File: config.mk
export PLATFORM = sky130hd
export DESIGN_NAME = arx_mix_core
export DESIGN_NICKNAME = d
export VERILOG_FILES = /design/src/rtl/arx_mix_core.sv
export SDC_FILE = /design/constraint.sdc
export NUM_CORES = 1
export LEC_CHECK = 0
export CELL_PAD_IN_SITES_DETAIL_PLACEMENT = 0
export CELL_PAD_IN_SITES_GLOBAL_PLACEMENT = 2
export CORE_MARGIN = 1
export CORE_UTILIZATION = 44
export CTS_CLUSTER_SIZE = 8
export DETAILED_ROUTE_END_ITERATION = 8
export PLACE_DENSITY = 0.82
export SLEW_MARGIN = 10
export SYNTH_ARGS = -nofsm -noshare
export SYNTH_HDL_FRONTEND = slang
export SYNTH_SLANG_ARGS = --single-unit
export TNS_END_PERCENT = 1
File: constraint.sdc
create_clock -name clk -period 8 [get_ports clk]
set_input_delay 2.4 -clock clk [delete_from_list [all_inputs] [get_ports clk]]
set_output_delay 2.4 -clock clk [all_outputs]
set_load 0.02 [all_outputs]
File: src/rtl/arx_mix_core.sv
module arx_mix_core (
  input  logic        clk,
  input  logic        rst,
  input  logic        start,
  input  logic        in_valid,
  input  logic [15:0] in_word,
  output logic        busy,
  output logic        done,
  output logic [15:0] z0,
  output logic [15:0] z1,
  output logic [15:0] z2,
  output logic [15:0] z3
);
  typedef enum logic [2:0] {S_IDLE, S_LOAD, S_CALC, S_XOR, S_SUM, S_DONE} st_t;

  st_t         state;
  logic [2:0]  wcnt;
  logic [1:0]  rcnt;
  logic [15:0] mem [0:7];
  logic [15:0] tx [0:3];
  logic [15:0] ty [0:3];
  logic [15:0] p [0:3];
  logic [15:0] q [0:3];
  logic [15:0] xs, ys, xr, yr;

  function automatic logic [15:0] rotl(input logic [15:0] v, input logic [3:0] n);
    logic [31:0] t;
    t = {v, v} << n;
    return t[31:16];
  endfunction

  always_comb begin
    case (rcnt)
      2'd0: begin
        xs = 16'hF0E8 + mem[0] + mem[1] + mem[2]; xr = rotl(xs, 4'd1);
        ys = 16'hD1CC + mem[4] + mem[6] + mem[7]; yr = rotl(ys, 4'd2);
      end
      2'd1: begin
        xs = 16'hE4E2 + mem[0] + mem[1] + mem[3]; xr = rotl(xs, 4'd4);
        ys = 16'hCAC9 + mem[5] + mem[6] + mem[7]; yr = rotl(ys, 4'd5);
      end
      2'd2: begin
        xs = 16'hE1D8 + mem[0] + mem[2] + mem[3]; xr = rotl(xs, 4'd9);
        ys = 16'hC6C5 + mem[4] + mem[5] + mem[6]; yr = rotl(ys, 4'd7);
      end
      default: begin
        xs = 16'hD4D2 + mem[1] + mem[2] + mem[3]; xr = rotl(xs, 4'd11);
        ys = 16'hC3B8 + mem[4] + mem[5] + mem[7]; yr = rotl(ys, 4'd13);
      end
    endcase
  end

  always_ff @(posedge clk) begin
    if (rst) begin
      state <= S_IDLE;
      wcnt  <= '0;
      rcnt  <= '0;
    end else begin
      case (state)
        S_IDLE, S_DONE: if (start) begin
          state <= S_LOAD;
          wcnt  <= '0;
        end
        S_LOAD: if (in_valid) begin
          wcnt <= wcnt + 3'd1;
          if (wcnt == 3'd7) begin
            state <= S_CALC;
            rcnt  <= '0;
          end
        end
        S_CALC: begin
          rcnt <= rcnt + 2'd1;
          if (rcnt == 2'd3) state <= S_XOR;
        end
        S_XOR: state <= S_SUM;
        S_SUM: state <= S_DONE;
        default: state <= S_IDLE;
      endcase
    end
  end

  always_ff @(posedge clk) begin
    if (state == S_LOAD && in_valid) mem[wcnt] <= in_word;
    if (state == S_CALC) begin
      tx[rcnt] <= xr;
      ty[rcnt] <= yr;
    end
    if (state == S_XOR) begin
      p[0] <= tx[0] ^ tx[1] ^ tx[3];
      p[1] <= tx[0] ^ tx[1] ^ tx[2];
      p[2] <= tx[1] ^ tx[2] ^ tx[3];
      p[3] <= tx[0] ^ tx[2] ^ tx[3];
      q[0] <= ty[1] ^ ty[2] ^ ty[3];
      q[1] <= ty[0] ^ ty[2] ^ ty[3];
      q[2] <= ty[0] ^ ty[1] ^ ty[3];
      q[3] <= ty[0] ^ ty[1] ^ ty[2];
    end
    if (state == S_SUM) begin
      z3 <= p[0] + q[0];
      z0 <= p[1] + q[1];
      z1 <= p[2] + q[2];
      z2 <= p[3] + q[3];
    end
  end

  assign busy = (state == S_LOAD) || (state == S_CALC) || (state == S_XOR) || (state == S_SUM);
  assign done = (state == S_DONE);

  assert_busy_done_excl_R5: assert property (@(posedge clk) disable iff (rst)
    !(busy && done));
  assert_done_after_busy_R5: assert property (@(posedge clk) disable iff (rst)
    $rose(done) |-> $past(state) == S_SUM);
  assert_load_hold_R2: assert property (@(posedge clk) disable iff (rst)
    (state == S_LOAD && !in_valid) |=> $stable(wcnt));
  assert_start_ignored_R4: assert property (@(posedge clk) disable iff (rst)
    (state == S_LOAD && start && !in_valid) |=> (state == S_LOAD && $stable(wcnt)));
  assert_idle_quiet_R3: assert property (@(posedge clk) disable iff (rst)
    (state == S_IDLE && !start) |=> state == S_IDLE);
  assert_done_hold_R9: assert property (@(posedge clk) disable iff (rst)
    (done && !start) |=> done);
  assert_z_stable_R9: assert property (@(posedge clk) disable iff (rst)
    (done && $past(done)) |-> ($stable(z0) && $stable(z1) && $stable(z2) && $stable(z3)));
endmodule

; ---- Yosys cells after proc, flatten, opt, wreduce, memory -nomap -nowiden
; Memory sizes are Yosys's and may differ from the RTL's.
; Index checks and enable logic that the tools add are counted.
[totals]
regBits = 72
latchBits = 0
mem_bits_rw = 384
romBits = 0
in_bits = 20
output_inout_bits = 66
elab_cells = 100
mem_count = 5
[memory_table]
columns = memory, depth, word_bits, rd, rd_clocked_by_memory_dff, write_ports, line_no
row1 = mem, 8, 16, 8, 0, 1, 19  ; logic [15:0] mem [0:7];
row2 = p, 4, 16, 4, 0, 4, 22  ; logic [15:0] p [0:3];
row3 = q, 4, 16, 4, 0, 4, 23  ; logic [15:0] q [0:3];
row4 = tx, 4, 16, 4, 0, 1, 20  ; logic [15:0] tx [0:3];
row5 = ty, 4, 16, 4, 0, 1, 21  ; logic [15:0] ty [0:3];
[classes]
add_sub_neg = 30
n_mul = 0
n_div = 0
order_cmp = 0
eq_ne = 13
shifts = 0
muxes = 19
bitwise = 14
reduce_logical = 12
[op_table]
columns = operator, n
row1 = adder 16 bit, 20
row2 = bitwise XOR 16 bit, 14
row3 = adder 16 bit (first input constant), 8
row4 = one-hot mux 16 bit (3 select lines), 2
row5 = two-way mux 3 bit, 6
row6 = one-hot mux 3 bit (5 select lines), 1
row7 = equality test 3 bit (second input constant), 3
row8 = != test 2 bit (second input constant), 4
row9 = equality test 3 x 2 -> 1 bit (second input constant), 2
row10 = two-way mux 1 bit, 6
row11 = one-hot mux 3 bit (2 select lines), 1
row12 = AND reduction 3 bit, 2
row13 = equality test 2 bit (second input constant), 2
row14 = two-way mux 2 bit, 2
row15 = one-hot mux 2 bit (2 select lines), 1
row16 = AND reduction 4 bit, 1
row17 = nonzero test 2 bit, 2
row18 = adder 3 x 1 -> 3 bit (second input constant), 1
row19 = equality test 3 x 1 -> 1 bit (second input constant), 1
row20 = logical NOT 3 bit, 1
row21 = logical OR 1 bit, 3
row22 = adder 2 x 1 -> 2 bit (second input constant), 1
row23 = equality test 2 x 1 -> 1 bit (second input constant), 1
row24 = logical NOT 2 bit, 1
row25 = 2 further kinds, 2

; ---- Logic depth before layout (Yosys ltp)
; Gate-level depths: netlist of run 1.
; An unclocked memory read counts as a cell.
[logic_depth]
depth_word = 5
depth_mapped = 14
ltp_nobuf = 14

; ---- Worst setup path after synthesis of run 1
; No wires, ideal clock.
[synth_timing]
kind = reg2reg
startpoint = reg state[1]
endpoint = mem p[0][0], enable pin
setup_ns = 0.618
arrival_ns = 6.020
t_required_ns = 7.382
path_slack_ns = 1.362
path_stages_with_launch = 4
path_buffers = 1
period_less_slack_ns = 6.638
cell_sequence = dfxtp_1 -> clkbuf_1 -> nand2_1 -> nor2_1
[synth_lines]
columns = item, line_no
row1 = from (decl), 16  ; st_t state;
row2 = from (signal assigned), 55  ; state <= S_IDLE;
row3 = from (signal assigned), 61  ; state <= S_LOAD;
row4 = from (signal assigned), 67  ; state <= S_CALC;
row5 = to (decl), 22

; ---- Worst setup path in the final report of run 1
[layout_timing]
startpoint = reg state[2]
endpoint = out done
[layout_between]
elab_chain_cells = 1
[layout_rtl]
columns = item, line_no
row1 = equality test 3 bit, 107  ; assign done = (state == S_DONE);
row2 = to (decl), 8  ; output logic done,
; No other way between the ends.

==> results by stage, run 1 <==
Global route:
- The initial antenna violation count is 3.
- The first-pass GRT wire length is 108.2 mm.
- The global-route congestion overflow total is 0.
- The maximum number of pins on one net before global-route repair is 82.
- Across every metal layer, demand over resource in global routing totals 0.2171.
- The via count of the first global-routing pass is 18.65k.

STA:
- Measured against its own limit, the worst slew margin works out to 0.2281.
- The number of failing setup endpoints in the final timing report is 0.
- Setup repair after global routing left no endpoint under its margin.
- The clock period could shrink to 4.618 ns.
- In the finished design, the share of the clock period the worst path needs comes to 0.5772.
- Setup total negative slack on the finished layout was measured at 0 ns.
- For the pin with the worst max-slew slack, the measured transition is 1.157 ns.
- The number of pins with negative max-slew slack in the final report is 0.
- Across the routed clock network, the largest skew measured is between 0.03 and 0.04 ns.
- The hold violation total from the final report is 0.
- The highest attainable clock frequency is 0.2166 GHz.

Placement:
- The HPWL after detailed placement is around 55 mm.
- Routability-driven placement finished with a final weighted congestion of 0.9116.
- The count of port buffers added during placement is 85.

Yosys:
- Yosys mapped a number of flops with a built-in enable equal to roughly 450.
- The number of nets produced by synthesis is 2,802.
- The synthesized netlist occupies a cell area of about 0.029 mm².
- The total of flip-flops plus latches after synthesis is between 400 and 500.
- The average instance in the mapped netlist occupies roughly 12 µm².
- In the synthesized netlist the async set-or-reset flop fraction comes to 0.
- Synthesis instantiated 70 different standard cells from the library.
- Among all flip-flop cells after synthesis, the most frequent one is sky130_fd_sc_hd__edfxtp_1.
- The synthesized netlist cell count is 2,372.
- During synthesis, Yosys emitted a total of 0 warnings.
- For this run, the register share of the synthesized area comes to 0.4720.

Worst setup path:
- The worst register-to-register path begins at mem[3][2]$_DFFE_PP_.
- The depth of the worst register-to-register path is 14.
- The endpoint of the worst-slack reg-to-reg timing path is tx[2][7]$_DFFE_PP_.
- The worst setup slack for register-to-register paths is around 3.6 ns.
- The maximum fanout along the worst path is 10.
- Data arrives at the worst endpoint at 2.22 ns.
- The slowest stage of the critical path is the sky130_fd_sc_hd__clkdlybuf4s50_1 cell.
- The worst setup path is launched from a register.
- The critical path class is register to primary output.
- At the worst endpoint, the required time is between 5 and 6 ns.
- Traced cell by cell, the critical path runs through nor2b_1 > and2_1 > clkdlybuf4s50_1.
- The endpoint class of the critical path is a primary output.
- In this design, the stage delay of the slowest critical-path cell is 0.60 ns.

Clock tree:
- Gates resized during post-CTS repair numbered 0.
- The tree is rooted in a sky130_fd_sc_hd__clkbuf_16.
- The clock passes through at most 3 buffers.
- The post-CTS clock slew at the launch and capture registers of the worst setup and hold paths is 0.05 ns.
- In this run, post-CTS hold repair placed 0 buffers.
- The H-tree depth reported by CTS is 3.
- The number of clock sinks is roughly 460.
- TritonCTS built the clock tree.
- Clock tree synthesis inserted a total of 67 buffers.
- The buffer count from post-CTS setup fixing is 0.
- The clock insertion delay at the later pin of the skew report is 0.61 ns.

Worst hold path:
- The class of the worst hold path is register to register.
- The destination of the worst hold path is wcnt[2]$_SDFFE_PP0P_.
- The beginning of the worst hold path is wcnt[2]$_SDFFE_PP0P_.
- The count of cells along the worst hold path is 2.

Floorplanning:
- The overall die width is 258.0 µm.
- The number of placement rows is 93.
- The overall die area is around 0.067 mm².
- The die extent in y is about 260 µm.
- The effective utilization at floorplan is 0.4466.
- The area of the placeable core is between 0.06 and 0.07 mm².
- In this run the count of I/O pins placed on the die edge is between 80 and 90.

Finish:
- The most frequent standard cell in the layout excluding fill and tap cells is sky130_fd_sc_hd__edfxtp_1.
- The utilization after layout is 0.5065.
- Leaving out fill and tap cells, the most frequent cells in the layout are 448 x sky130_fd_sc_hd__edfxtp_1, 333 x sky130_fd_sc_hd__inv_1, 299 x sky130_fd_sc_hd__xnor2_1.
- From synthesis to final layout, the design area changed by 13.43%.
- In the final design database the tool counted 2,954 nets.
- Of the cells placed in the final design, the portion with a size suffix greater than 1 is 0.04762.
- The filler cells instantiated in the layout total 5,639.

Power and ir drop:
- The leakage power summed over all cells is 12.82 nW.
- Power spread over the standard cell area amounts to 167.7 mW/mm².
- The maximum VDD drop is 0.1179 mV.

Route:
- After detailed routing, the number of remaining DRC violations is 0.
- The final antenna-violating net count is 0.
- The routed wire length is 70.61 mm.
- For this block, the initial DRC count from the detailed router was 1,064.
- After detailed routing, the number of vias per cell comes to about 5.3.
- The via count is between 15k and 20k.
- Dividing the detail-routed wire length by the instance count gives 20.78 µm.
- The first-pass iteration count of the detailed router is 6.

Job:
- Across the run, the number of max-cap violations was 0.

Outcome:
- The run finished with clean final reports.
==> where the power goes <==
group / switching [mW] / internal [mW]
combinational: 0.194 / 0.113
clock: 1.00 / 1.54
sequential: 0.00812 / 2.63
==> cells in the mapped netlist (5+ instances only) <==
cell type,number,area share
sky130_fd_sc_hd__edfxtp_1,448,0.47
sky130_fd_sc_hd__inv_1,333,0.043
sky130_fd_sc_hd__xnor2_1,299,0.091
sky130_fd_sc_hd__ha_1,280,0.12
sky130_fd_sc_hd__fa_1,130,0.090
sky130_fd_sc_hd__nor2_1,114,0.015
sky130_fd_sc_hd__o21ai_0,104,0.018
sky130_fd_sc_hd__a21oi_1,100,0.017
sky130_fd_sc_hd__nand2_1,71,0.0092
sky130_fd_sc_hd__a21o_1,44,0.011
sky130_fd_sc_hd__o21a_1,36,0.0094
sky130_fd_sc_hd__xor2_1,35,0.011
sky130_fd_sc_hd__a211oi_1,33,0.0086
sky130_fd_sc_hd__nand2b_1,27,0.0059
sky130_fd_sc_hd__nor3_1,26,0.0045
sky130_fd_sc_hd__nor2b_1,23,0.0050
sky130_fd_sc_hd__clkbuf_1,20,0.0026
sky130_fd_sc_hd__a31oi_1,18,0.0039
sky130_fd_sc_hd__nand3_1,15,0.0026
sky130_fd_sc_hd__o21bai_1,15,0.0039
sky130_fd_sc_hd__and3_1,14,0.0030
sky130_fd_sc_hd__o211ai_1,14,0.0036
sky130_fd_sc_hd__mux2i_1,12,0.0042
sky130_fd_sc_hd__or3_1,12,0.0026
sky130_fd_sc_hd__a22oi_1,11,0.0029
sky130_fd_sc_hd__a221oi_1,10,0.0030
sky130_fd_sc_hd__o31ai_1,9,0.0023
sky130_fd_sc_hd__dfxtp_1,8,0.0056
sky130_fd_sc_hd__nor4_1,7,0.0015
sky130_fd_sc_hd__a32oi_1,6,0.0018
sky130_fd_sc_hd__nand4_1,6,0.0013
sky130_fd_sc_hd__o21ba_2,6,0.0021
sky130_fd_sc_hd__or4_1,6,0.0016
sky130_fd_sc_hd__a2111oi_0,5,0.0015
sky130_fd_sc_hd__and2_1,5,0.0011
sky130_fd_sc_hd__nor3b_1,5,0.0013
==> flip-flops by register name (all words and copies together) (netlist names) <==
| register | cells |
|---|---|
| z1 | 16 |
| z3 | 16 |
| z2 | 16 |
| q | 64 |
| rcnt | 2 |
| p | 64 |
| z0 | 16 |
| ty | 64 |
| tx | 64 |
| mem | 128 |
| wcnt | 3 |
| state | 3 |
==> kinds of logic (layout without fill, tap and decap cells) <==
family          count (synthesis)  in the layout  share of synthesized area
flops                         456            456                     0.4720
compound gates                455            455                     0.1040
fa+ha+maj                     410            410                     0.2117
buf+inv                       354            523                    0.04608
simple gates                  348            348                    0.05944
xor+xnor                      334            334                     0.1014
mux                            15             15                   0.005337
other cells                     0              2                          0
==> stage by stage <==
step	cells	hold slack [ns]	total power [mW]	instance area, µm²	setup slack, ns
final	3398	0.5243	5.486	32710	3.382
after global routing	3396	0.5590	5.668	32710	3.246
after CTS	3396	0.5226	5.543	32710	3.357
after detailed placement	3310	0.5143	2.987	30870	3.552
after global placement	3310	0.4875	2.983	30870	3.598
after floorplan	2372	0.4715	2.865	28840	1.362
==> critical path, delay by kind of cell (launching register included) <==
family	cells	cell delay [ns]
buffers and inverters	1	0.60
flip-flops	1	0.54
AND/OR/NAND/NOR	2	0.46
==> layer usage <==
metal,global-route usage,share of wire,vias to the layer above
met2,0.3607,0.47,448
li1,-,-,8677
met1,0.2875,0.45,8652
met5,0,0,-
met3,0.03799,0.056,109
met4,0.07199,0.027,0
==> worst max path at each step <==
| stage | startpoint | endpoint | slack [ns] | cells past startpoint |
|---|---|---|---|---|
| after global placement | in_valid | mem[7][9]$_DFFE_PP_ | 3.60 | 3 |
| after detailed placement | in_valid | mem[7][9]$_DFFE_PP_ | 3.55 | 3 |
| after CTS | state[2]$_SDFFE_PP0P_ | done | 3.36 | 3 |
| after global routing | mem[7][2]$_DFFE_PP_ | ty[2][12]$_DFFE_PP_ | 3.25 | 12 |
| final | state[2]$_SDFFE_PP0P_ | done | 3.38 | 3 |
| after floorplan | state[1]$_SDFFE_PP0P_ | p[0][0]$_DFFE_PP_ | 1.36 | 3 |
==> final cells by class <==
class,instances,area (µm²),area share
Multi-Input combinational cell,1562,13940,0.4262
Sequential cell,456,13610,0.4161
Clock buffer,80,1768,0.05404
Inverter,333,1250,0.03821
Tap cell,855,1070,0.03270
Timing Repair Buffer,104,993.5,0.03037
Clock inverter,6,71.32,0.002180
Antenna cell,2,5.005,0.0001530
(Power assumes the default switching activity.)
==> run 2, diff against run 1 <==
clock period = 4.5 ns   (was 8 ns; I/O delays follow)
==> run 2 against run 1 <==
Final area increased by 0.46%; worst hold slack got worse by 0.024 ns; sequential share of layout area decreased by 0.19 points; die area unchanged; via count increased by 0.82%; non-clock buffer count increased by 14; critical endpoint is now tx[3][13]$_DFFE_PP_; combinational power increased by 80%.
==> results by stage, run 2 (same netlist as run 1, synthesis figures left out) <==
Floorplanning:
- In this run the horizontal extent of the chip is 258.0 µm.
- The die covers 0.06657 mm².
- The effective utilization at floorplan is 0.4466.
- After floorplanning, the core was sized to cover 0.06458 mm².
- The count of boundary I/O pins is 86.
- In this run the vertical extent of the chip is 258.0 µm.
- The number of placement rows is 93.

Finish:
- In the final layout, the share of cells above drive strength 1 is 0.05288.
- The growth of design area from synthesis to finish is 13.95%.
- The top register by number of flip-flops is mem.
- Leaving out fill and tap cells, the most frequent cells in the layout are 448 x sky130_fd_sc_hd__edfxtp_1, 333 x sky130_fd_sc_hd__inv_1, 299 x sky130_fd_sc_hd__xnor2_1.
- 0 antenna diodes ended up in the layout.
- The total of fill cells in the finished design is 5,575.
- After the last flow step, the layout net total stands at 2,968.
- The register with the most flip-flops in the layout has 128 of them.
- The most frequent standard cell in the layout excluding fill and tap cells is sky130_fd_sc_hd__edfxtp_1.
- The non-filler instance count after layout is 3,408.

Clock tree:
- In this run the deepest clock path goes through 3 buffers.
- The H-tree was split into 3 levels.
- TritonCTS built the clock tree.
- The CTS root buffer is sky130_fd_sc_hd__clkbuf_16.
- After clock tree synthesis, the flow added hold-fix buffers numbering 0.
- The clock reaches the later pin of the worst-skew pair after 0.59 ns.
- After clock tree synthesis, the setup repair step added 0 buffers.
- The total clock buffers created by CTS is 67.
- The tree built by TritonCTS fans out to 456 sinks.
- The post-CTS clock slew at the launch and capture registers of the worst setup and hold paths is around 0.05 ns.

Power and ir drop:
- Summed over all cells, the static leakage comes to 12.90 nW.
- The share of total power dissipated in the clock network is 0.465.
- Across the VDD grid, the largest voltage drop is 0.1907 mV.
- The power dissipated by switching net loads is 2.122 mW.
- The share of power burned in registers is 0.479.
- Of the total power, the share spent switching nets is 0.2166.
- Internal power comes to 7.675 mW.
- In this run the power density over the cells is slightly below 300 mW/mm².
- Of the total power, combinational logic draws 0.056.

Worst setup path:
- Data on the critical path is required at its endpoint by between 4 and 5 ns.
- The worst setup path is captured at a register.
- The depth of the worst register-to-register path is 11.
- The data arrival at the endpoint of the critical path is 4.49 ns.
- The maximum fanout along the worst path is 4.
- The endpoint of the worst-slack reg-to-reg timing path is tx[3][13]$_DFFE_PP_.
- For flop-to-flop paths, the worst setup slack is 0.28 ns.
- The worst register-to-register path begins at mem[2][2]$_DFFE_PP_.
- The type of element launching the critical path is a register.
- The worst setup path is of the register to register kind.

Placement:
- In this run, placement finished with an instance count of 3,324.
- Buffers placed on the I/O ports in this run total 85.
- The congestion estimate from routability-driven global placement came to just under 0.9.
- Before CTS, the worst setup slack after placement is approximately 0.12 ns.
- The detailed placement HPWL is 56.24 mm.

STA:
- The worst pin sits at a relative slew slack of 0.3249.
- The clock period could shrink to 4.216 ns.
- For the final routed database, the setup TNS stands at 0 ns.
- Timing would allow up to ~0.24 GHz.
- The worst setup slack after layout is between 0.2 and 0.3 ns.
- The number of pins with negative max-slew slack in the final report came to 0.
- For the final database, setup skew stands at between 0.02 and 0.025 ns.
- Setup violations remaining at the end of the flow were counted as 0.
- Of the available clock period, the critical path in the final layout requires 0.9370.
- For the pin with the worst max-slew slack, the measured transition is 0.9996 ns.
- The hold violation total from the final report is 0.
- Setup repair after global routing left no endpoint under its margin.

Route:
- The via count is approximately 18k.
- The final antenna-violating net count is 0.
- The first routing iteration left between 1k and 1.5k violations.
- The routed wire length is 71.27 mm.
- The number of DRC violations after detailed routing is 0.
- Dividing the detail-routed via count by the number of cells gives 5.291.
- The routed length per placed instance is 20.91 µm.
- The first-pass iteration count of the detailed router is 5.

Worst hold path:
- Along the worst hold path, the cell count comes to 2.
- The tightest min-delay check is of the register to register type.
- The startpoint identified for the worst hold timing path is wcnt[2]$_SDFFE_PP0P_.
- The worst hold path terminates at wcnt[2]$_SDFFE_PP0P_.

Global route:
- The via count of the first global-routing pass came to ~19k.
- The first-pass GRT wire length is 109.2 mm.
- Global routing finished with a remaining overflow of 0.
- The total global-route track usage is 0.2198.
- The maximum number of pins on one net before global-route repair is 60.
- The initial antenna violation count was 1.

Job:
- The number of max-cap violations is 0.

Outcome:
- The run finished with clean final reports.
[run 2: how the worst max path moves through the flow]
| stage | slack (ns) | depth (start not counted) | start | to |
|---|---|---|---|---|
| 2_1_floorplan | 0.03 | 3 | state[1]$_SDFFE_PP0P_ | p[0][0]$_DFFE_PP_ |
| 3_3_place_gp | 0.13 | 11 | mem[2][2]$_DFFE_PP_ | tx[0][15]$_DFFE_PP_ |
| 3_5_place_dp | 0.12 | 11 | mem[2][2]$_DFFE_PP_ | tx[2][15]$_DFFE_PP_ |
| 4_1_cts | 0.05 | 11 | mem[2][2]$_DFFE_PP_ | tx[2][15]$_DFFE_PP_ |
| 5_1_grt | 0.07 | 11 | mem[2][2]$_DFFE_PP_ | tx[1][13]$_DFFE_PP_ |
| 6_report | 0.28 | 11 | mem[2][2]$_DFFE_PP_ | tx[3][13]$_DFFE_PP_ |
[run 2: per-stage QoR]
stage	hold WS [ns]	cell area [µm²]	utilization	power, mW
2_1_floorplan	0.4715	28840	-	5.092
3_3_place_gp	0.4833	30990	0.4799	5.310
3_5_place_dp	0.4964	30990	0.4799	5.318
4_1_cts	0.5037	32850	0.5087	9.912
5_1_grt	0.5406	32860	0.5088	10.13
6_report	0.5000	32860	0.5088	9.797
[run 2: per-layer routing]
metal | vias to the layer above | global-route usage | routed length (µm)
met3 | 111 | 0.03651 | 4001
li1 | 8701 | - | -
met1 | 8781 | 0.2978 | 32380
met2 | 440 | 0.3561 | 32730
met4 | 0 | 0.07873 | 2155
met5 | - | 0 | 0
[run 2: what timing repair did]
action                                  4_1_cts  5_1_grt
hold endpoints to repair                      0        0
gates resized for setup                       0        2
endpoints found under the setup margin        0        8
[run 2: worst max-delay path, cell delays in order (launching register included)]
cell and delay, ns:
sky130_fd_sc_hd__edfxtp_1 0.44, sky130_fd_sc_hd__fa_1 0.59, sky130_fd_sc_hd__ha_1 0.24, sky130_fd_sc_hd__ha_1 0.23
sky130_fd_sc_hd__fa_1 0.49, sky130_fd_sc_hd__a211oi_1 0.32, sky130_fd_sc_hd__o21a_1 0.21, sky130_fd_sc_hd__o21bai_1 0.14
sky130_fd_sc_hd__o31ai_1 0.43, sky130_fd_sc_hd__o21ba_2 0.20, sky130_fd_sc_hd__xor2_1 0.06, sky130_fd_sc_hd__o221ai_1 0.54
[run 2: final cells by class]
| class | count | area (µm²) | share of cell area |
|---|---|---|---|
| clock inverter | 6 | 96.34 | 0.002932 |
| clock buffer | 78 | 1760 | 0.05357 |
| tap | 855 | 1070 | 0.03255 |
| sequential | 456 | 13610 | 0.4143 |
| inverter | 333 | 1250 | 0.03804 |
| timing repair buffer | 118 | 1124 | 0.03419 |
| multi-input combinational | 1562 | 13950 | 0.4245 |
[run 2: power groups by stage]
stage,Combinational [mW],Sequential [mW],Clock (mW)
finish,0.551,4.69,4.55
global route,0.606,4.69,4.83
CTS,0.552,4.69,4.67
detailed placement,0.549,4.77,0
global placement,0.542,4.77,0
floorplan,0.330,4.76,0
==> run 3, diff against run 2 <==
CAP_MARGIN = 10   (was default)
PLACE_DENSITY = 0.91   (was 0.82)
==> run 3 against run 2 <==
Utilization barely moved; wire length fell by 1.2%; worst hold slack improved by 0.0022 ns; global-route usage fell by 0.50 points; sequential cell count did not move; clock-buffer cell count rose by 1; clock skew barely moved.
==> results by stage, run 3 (same netlist as run 1, synthesis figures left out) <==
STA:
- The setup TNS is 0 ns.
- Between clock sinks in the finished design, the worst skew comes to 0.02427 ns.
- The number of pins with negative max-slew slack in the final report came to 0.
- The hold violation total from the final report is 0.
- The post-route fraction of the period consumed by the critical path is 0.9295.
- The number of failing setup endpoints in the final timing report is 0.
- The final period demand of the worst path is 4.183 ns.
- Setup repair after global routing left no endpoint under its margin.
- The final worst hold slack is 0.5022 ns.
- For the pin with the worst max-slew slack, the measured transition is 0.9986 ns.
- The worst setup slack after layout is 0.3173 ns.
- Timing would allow up to 0.2391 GHz.
- The max-slew headroom at the worst pin is 0.3255.

Power and ir drop:
- Summed over all cells, the static leakage comes to 12.90 nW.
- The maximum VDD drop is 0.1997 mV.
- The power per cell area is 297.4 mW/mm².

Placement:
- Before CTS, the worst setup slack after placement is 0.3708 ns.
- The number of placed instances with taps included is 3,327.
- The count of buffers added on input and output ports is 85.
- The detailed placement HPWL is 55.15 mm.
- At the end of routability-driven placement, the weighted congestion stood at between 0.9 and 1.

Finish:
- In the final layout, the share of cells above drive strength 1 is 0.05356.
- Registers take between 0.01 and 0.015 mm².
- After filler insertion, the fill cell instance count of the layout stands at 5,520.
- The finished layout holds 3,413 standard cells, fillers aside.
- The multi-input logic area is between 0.01 and 0.015 mm².
- The register with the most flip-flops in the final layout is mem.
- 0 antenna diodes ended up in the layout.
- The most frequent standard cell in the layout excluding fill and tap cells is sky130_fd_sc_hd__edfxtp_1.
- In the layout the commonest cells are 448 x sky130_fd_sc_hd__edfxtp_1, 333 x sky130_fd_sc_hd__inv_1, 299 x sky130_fd_sc_hd__xnor2_1.
- The number of flip-flops in the largest register is 128.
- The growth of design area from synthesis to finish is 13.91%.
- For this run, the post-layout net count is between 2k and 3k.

Route:
- The routed wire length is between 70 and 80 mm.
- After the first detailed-routing iteration, the DRC count stood at 1,049.
- After detailed routing, the number of vias per cell comes to 5.314.
- The via count is 18.14k.
- After detailed routing, the average wire length per cell comes to 20.63 µm.
- The final antenna-violating net count is 0.
- Before antenna repair, the detailed router went through 5 iterations.
- For this run, design rule violations remaining after detail routing come to 0.

Worst hold path:
- The class of the worst hold path is register to register.

Clock tree:
- In this run the deepest clock path goes through 3 buffers.
- The number of clock sinks is 456.
- The buffer count from post-CTS setup fixing is 0.
- The total clock buffers created by CTS is 68.
- The TritonCTS clock tree is yes.
- The total of cells resized after clock tree synthesis is 0.
- The later pin in the worst-skew pair is clocked with a latency of 0.59 ns.
- The H-tree depth reported by CTS is 3.
- The CTS root buffer is sky130_fd_sc_hd__clkbuf_16.
- After clock tree synthesis, the clock-pin slew on the worst setup and hold paths is approximately 0.06 ns.
- In this run, post-CTS hold repair placed 0 buffers.

Global route:
- For this run, the total global-route usage over all layers was measured as 0.2148.
- The via count of the first global-routing pass is about 19k.
- The maximum number of pins on one net before global-route repair is 129.
- Global routing finished with a remaining overflow of 0.
- The first global-routing pass estimated ~110 mm of wire.
- The initial antenna violation count was 0.

Floorplanning:
- In this run the vertical extent of the chip is 258.0 µm.
- The die covers about 0.067 mm².
- For this configuration, the core starts out at a cell density of 0.4466.
- The number of placement rows is a little over 90.
- The floorplan step defined a core boundary enclosing 0.06458 mm².
- The die is 258.0 µm wide.
- The count of boundary I/O pins is 86.

Worst setup path:
- STA puts the critical path data required time at 4.80 ns.
- The worst setup path is of the register to register kind.
- The data arrival at the endpoint of the critical path is approximately 4.5 ns.
- The endpoint class of the critical path is a register.
- The maximum fanout along the worst path is 4.
- The type of element launching the critical path is a register.

Outcome:
- The flow ran to the end, and the final reports show no timing, DRC or antenna violations.

Job:
- Max-cap violations in this run came to 0.
[run 3: cell count changes in the layout (fill, tap and decap cells not counted), sizes merged]
| cell | before | now |
|---|---|---|
| buf | 33 | 36 |
| clkinvlp | 0 | 2 |
| bufinv | 1 | 0 |
| clkbuf | 78 | 79 |
[run 3: worst paths after layout]
path	start	end	slack, ns	cells past startpoint
min	wcnt[2]$_SDFFE_PP0P_	wcnt[2]$_SDFFE_PP0P_	0.50	2
max reg2reg	mem[2][2]$_DFFE_PP_	tx[0][15]$_DFFE_PP_	0.32	11
max	mem[2][2]$_DFFE_PP_	tx[0][15]$_DFFE_PP_	0.32	11
min reg2reg	wcnt[2]$_SDFFE_PP0P_	wcnt[2]$_SDFFE_PP0P_	0.50	2
[run 3: routing by layer]
| layer | GRT usage | share of wire | vias up |
|---|---|---|---|
| met3 | 0.03170 | 0.052 | 106 |
| li1 | - | - | 8691 |
| met5 | 0 | 0 | - |
| met4 | 0.07462 | 0.029 | 0 |
| met1 | 0.2800 | 0.44 | 8895 |
| met2 | 0.3648 | 0.48 | 445 |
[run 3: worst max-delay path, cell delays in order (launching register included)]
cell                       delay [ns]
sky130_fd_sc_hd__edfxtp_1        0.45
sky130_fd_sc_hd__fa_1            0.56
sky130_fd_sc_hd__ha_1            0.22
sky130_fd_sc_hd__ha_1            0.23
sky130_fd_sc_hd__fa_1            0.49
sky130_fd_sc_hd__a211oi_1        0.33
sky130_fd_sc_hd__o21a_1          0.20
sky130_fd_sc_hd__o21bai_1        0.10
sky130_fd_sc_hd__o31ai_1         0.45
sky130_fd_sc_hd__and4b_1         0.28
sky130_fd_sc_hd__o31ai_1         0.08
sky130_fd_sc_hd__a22oi_1         0.49
[run 3: through the flow]
stage | area [µm²] | util | power [mW]
floorplan | 28840 | - | 5.092
global placement | 31000 | 0.4801 | 5.306
detailed placement | 31000 | 0.4801 | 5.315
CTS | 32850 | 0.5087 | 9.880
global route | 32850 | 0.5087 | 10.06
finish | 32850 | 0.5087 | 9.769
[run 3: final cells by class]
| class | count | share of cell area |
|---|---|---|
| multi-input cells | 1562 | 0.4243 |
| flip-flops and latches | 456 | 0.4144 |
| clock buffers | 79 | 0.05371 |
| inverters | 333 | 0.03805 |
| repair buffers | 121 | 0.03451 |
| well taps | 855 | 0.03257 |
| clock inverters | 7 | 0.002476 |
[run 3: report_power, final]
part	switching (mW)	total (mW)	internal (mW)
Clock	1.79	4.53	2.74
Sequential	0.0151	4.69	4.68
Combinational	0.334	0.549	0.216
Total	2.14	9.77	7.63
